### config.mk
export PLATFORM = sky130hd
export DESIGN_NAME = irq_cause_reg
export DESIGN_NICKNAME = d
export VERILOG_FILES = /design/src/rtl/irq_cause_pkg.sv /design/src/rtl/irq_cause_bit.sv /design/src/rtl/irq_cause_readport.sv /design/src/rtl/irq_cause_line.sv /design/src/rtl/irq_cause_reg.sv
export SDC_FILE = /design/constraint.sdc
export NUM_CORES = 1
export LEC_CHECK = 0
export CAP_MARGIN = 40
export CORE_MARGIN = 3
export CORE_UTILIZATION = 30
export CTS_CLUSTER_SIZE = 16
export DETAILED_ROUTE_END_ITERATION = 10
export GPL_TIMING_DRIVEN = 0
export MAX_ROUTING_LAYER = met4
export PLACE_DENSITY_LB_ADDON = 0.1
export SYNTH_ARGS = -nofsm -noshare
export SYNTH_HDL_FRONTEND = slang
export SYNTH_HIERARCHICAL = 1
export SYNTH_SLANG_ARGS = --single-unit
### constraint.sdc
create_clock -name clk -period 0.9 [get_ports clk]
set_input_delay 0.225 -clock clk [delete_from_list [all_inputs] [get_ports clk]]
set_output_delay 0.225 -clock clk [all_outputs]
set_load 0.03 [all_outputs]
### src/rtl/irq_cause_pkg.sv
package irq_cause_pkg;
  localparam int CAUSE_Q   = 0;
  localparam int CAUSE_CFG = 1;
  localparam int CAUSE_AUX = 2;
  localparam int NUM_CAUSE = 3;
endpackage

### src/rtl/irq_cause_bit.sv
// One sticky cause bit: set by a pulse, cleared by a read, dropped while blanked.
module irq_cause_bit (
  input  logic clk,
  input  logic rst,
  input  logic set_i,
  input  logic clr_i,
  input  logic blank_i,
  output logic nxt_o,
  output logic q_o
);
  always_comb begin
    if (blank_i) nxt_o = 1'b0;
    else         nxt_o = (q_o & ~clr_i) | set_i;
  end

  always_ff @(posedge clk) begin
    if (rst) q_o <= 1'b0;
    else     q_o <= nxt_o;
  end
endmodule

### src/rtl/irq_cause_readport.sv
// Registered read data: snapshot of the stored causes, zero-extended.
module irq_cause_readport #(
  parameter int DATA_W    = 32,
  parameter int NUM_CAUSE = 3
) (
  input  logic                 clk,
  input  logic                 rst,
  input  logic                 rd_i,
  input  logic                 blank_i,
  input  logic [NUM_CAUSE-1:0] cause_i,
  output logic [DATA_W-1:0]    data_o
);
  localparam int PAD_W = DATA_W - NUM_CAUSE;

  logic [DATA_W-1:0] word;
  assign word = blank_i ? '0 : {{PAD_W{1'b0}}, cause_i};

  always_ff @(posedge clk) begin
    if (rst)       data_o <= '0;
    else if (rd_i) data_o <= word;
  end
endmodule

### src/rtl/irq_cause_line.sv
// Registered level interrupt from the next-state cause vector.
module irq_cause_line #(
  parameter int NUM_CAUSE = 3
) (
  input  logic                 clk,
  input  logic                 rst,
  input  logic [NUM_CAUSE-1:0] nxt_i,
  output logic                 irq_o
);
  always_ff @(posedge clk) begin
    if (rst) irq_o <= 1'b0;
    else     irq_o <= |nxt_i;
  end
endmodule

### src/rtl/irq_cause_reg.sv
module irq_cause_reg
  import irq_cause_pkg::*;
#(
  parameter int DATA_W = 32
) (
  input  logic              clk,
  input  logic              rst,
  input  logic              vec_mode_en,
  input  logic              queue_evt,
  input  logic              cfg_evt,
  input  logic              aux_evt,
  input  logic              rd_req,
  output logic [DATA_W-1:0] rd_data,
  output logic              irq_level
);
  logic [NUM_CAUSE-1:0] evt_vec;
  logic [NUM_CAUSE-1:0] cause_q;
  logic [NUM_CAUSE-1:0] cause_nxt;

  always_comb begin
    evt_vec            = '0;
    evt_vec[CAUSE_Q]   = queue_evt;
    evt_vec[CAUSE_CFG] = cfg_evt;
    evt_vec[CAUSE_AUX] = aux_evt;
  end

  for (genvar g = 0; g < NUM_CAUSE; g++) begin : g_cause
    irq_cause_bit u_bit (
      .clk     (clk),
      .rst     (rst),
      .set_i   (evt_vec[g]),
      .clr_i   (rd_req),
      .blank_i (vec_mode_en),
      .nxt_o   (cause_nxt[g]),
      .q_o     (cause_q[g])
    );
  end

  irq_cause_readport #(.DATA_W(DATA_W), .NUM_CAUSE(NUM_CAUSE)) u_rd (
    .clk     (clk),
    .rst     (rst),
    .rd_i    (rd_req),
    .blank_i (vec_mode_en),
    .cause_i (cause_q),
    .data_o  (rd_data)
  );

  irq_cause_line #(.NUM_CAUSE(NUM_CAUSE)) u_line (
    .clk   (clk),
    .rst   (rst),
    .nxt_i (cause_nxt),
    .irq_o (irq_level)
  );
endmodule

==> results.cfg <==
[floorplan]
start_util_pct = 33.36
ios = 40
die_area_mm2 = 0.002314
std_cell_rows = 14
die_h_um = 48.10
core_area_mm2 = 0.001594
dieWidth_um = 48.10

[power]
p_sw_uw = 348.3
ir_worst_vdd_mv = 0.7486
p_sw_share_pct = 35.43
internal_power_uw = 634.6
power_density_mw_per_mm2 = 1173
leakagePower_nw = 0.4811
power.share.clock_pct = 29.1
power_frac_comb_pct = 37.1
pwr-share-seq_pct = 33.8

[cells_and_area]
final_area_um2 = 838.3
layout-drive-gt1-share_pct = 51.89
layout_commonest_cell = buf_4
area_delta_synth_final_pct = 57.65
finalNetCount = 114
nFillCells = 163
mostFrequentLayoutCells = buf_4, conb_1, a21oi_1, dfxtp_2, buf_6
final_cells = 130
num_antenna_cells = 0

[routing]
routedWlPerCell_um = 7.185
drtIter0Drc = 0
ant_nets = 0
viasPerCell = 3.185
wirelength_um = 934
first_pass_iters = 1
vias = 414
drc_errors = 0

[sta]
fin_skew_ns = 0.0006568
rsz0062_at_grt = true
tns_ns = -0.09684
final.setup.worst_slack_ns = -0.03325
max_freq_mhz = 1072
setup_violations = 4
layout_min_cycle_time_ns = 0.9333
report.final.slew_viol_count = 0
timing_hold_violations_final = 0
fin_crit_sh_pct = 103.7

[clocking]
clkTransAtPathRegs_ns = 0.05
cts_tree = yes
cts_max_level = 1
cts_hold_buffers = 0
insertion_delay_ns = 0.25
cts_made_buffers = 3
root_buffer = clkbuf_4
cts.sinks = 7
clock_path_buffers = 2

[setup_path]
required_ns = 0.67
cp_max_fo = 2
cp-end-kind = output pin
cp_cell_sequence = buf_6
cp_num_cells = 1
startpoint_type = flip-flop
critPathKind = reg2out
cp_slowest_cell = dfxtp_2
cp.arrival_ns = 0.71
worst-path-buf-inv = 1
cp_top_family = flip-flops
rr_worst_depth = 4
slowest_delay_ns = 0.33

[run_status]
violations = setup timing
status = finished with violations

[job]
drv_cap = 0

[global_routing]
track_usage_pct = 8.844
grt_start_max_net_pins = 10
antenna_found_initial = 0
grt-ovfl-total = 0
grt_pass1_wl_um = 1290
first_global_vias = 308

[hold_path]
hold_class = in2reg
hold_depth = 3

[placed_design]
dpl_cell_area_um2 = 767.0
port_buffers = 10
dp_cells = 122
dp_hpwl_um = 754.5
gp_congestion = 0.7565

[logic_synthesis]
synth-seq-cells = 7
ys_types = 11
yosysWarnings = 6
syn_area_um2 = 531.8
seq_area_frac_synth_pct = 26.35
synth_cells = 60
syn_area_per_cell_um2 = 8.863
## synthesized netlist by cell type, drive strengths merged
cell type	number	area share, %
buf	29	41
dfxtp	7	26
a21oi	6	5.6
nand2b	6	11
a211oi	3	7.1
inv	3	2.1
nand3b	3	4.2
conb	1	0.71
nor2	1	0.71
nor3	1	0.94
## metrics by stage
stage	hold WS [ns]	setup slack, ns	power [mW]	util (%)
after floorplan	0.2896	0.1351	0.6368	-
after global routing	0.2520	-0.06618	1.058	52.59
final	0.2521	-0.03325	0.9829	52.59
after global placement	0.4584	-0.6156	0.6914	48.12
after detailed placement	0.4704	-0.6377	0.6939	48.12
after CTS	0.4365	-0.04316	0.9942	51.81
## what timing repair did
item	4_1_cts	5_1_grt
setup buffers	3	1
gates resized for setup	37	9
setup endpoints to repair	11	6
pin swaps	1	2
## cells by family after synthesis
| group | share of synthesized area (%) |
|---|---|
| buf+inv | 43.06 |
| simple gates | 17.18 |
| flops | 26.35 |
| other cells | 0.7052 |
| compound gates | 12.71 |
## power by group through the flow
stage | combinational [mW] | clock (mW) | sequential, mW
2_1_floorplan | 0.290 | 0 | 0.347
3_3_place_gp | 0.356 | 0 | 0.336
3_5_place_dp | 0.357 | 0 | 0.337
4_1_cts | 0.362 | 0.300 | 0.332
5_1_grt | 0.390 | 0.335 | 0.333
6_report | 0.365 | 0.286 | 0.333
## sequential cells by signal, summed over array words and instances (netlist names)
name               flops
g_cause.u_bit/q_o      3
u_line/irq_o           1
u_rd/data_o            3
## path summary, 6_finish.rpt
| kind | startpoint | end | slack, ns |
|---|---|---|---|
| worst min-delay path | cfg_evt | g_cause[1].u_bit/q_o$_SDFF_PP0_ | 0.25 |
| worst min register to register | g_cause[1].u_bit/q_o$_SDFF_PP0_ | g_cause[1].u_bit/q_o$_SDFF_PP0_ | 0.49 |
| worst max-delay path | u_rd/data_o[0]$_SDFFE_PP0P_ | rd_data[0] | -0.03 |
| worst max register to register | g_cause[2].u_bit/q_o$_SDFF_PP0_ | u_line/irq_o$_SDFF_PP0_ | 0.03 |
## routing by layer
metal,vias up,GRT usage [%],share of wire (%)
met5,-,-,0
met4,0,1.613,0
met2,27,13.72,48
met1,159,9.051,38
met3,0,6.642,14
li1,228,-,-
## cell type report
class,instances,area [um2],area share [%]
Multi-Input combinational cell,49,267.8,31.94
Buffer,29,217.7,25.97
Sequential cell,7,147.6,17.61
Timing Repair Buffer,14,137.6,16.42
Tap cell,24,30.03,3.582
Clock buffer,4,26.28,3.134
Inverter,3,11.26,1.343
Power figures use the tool's default switching activity.
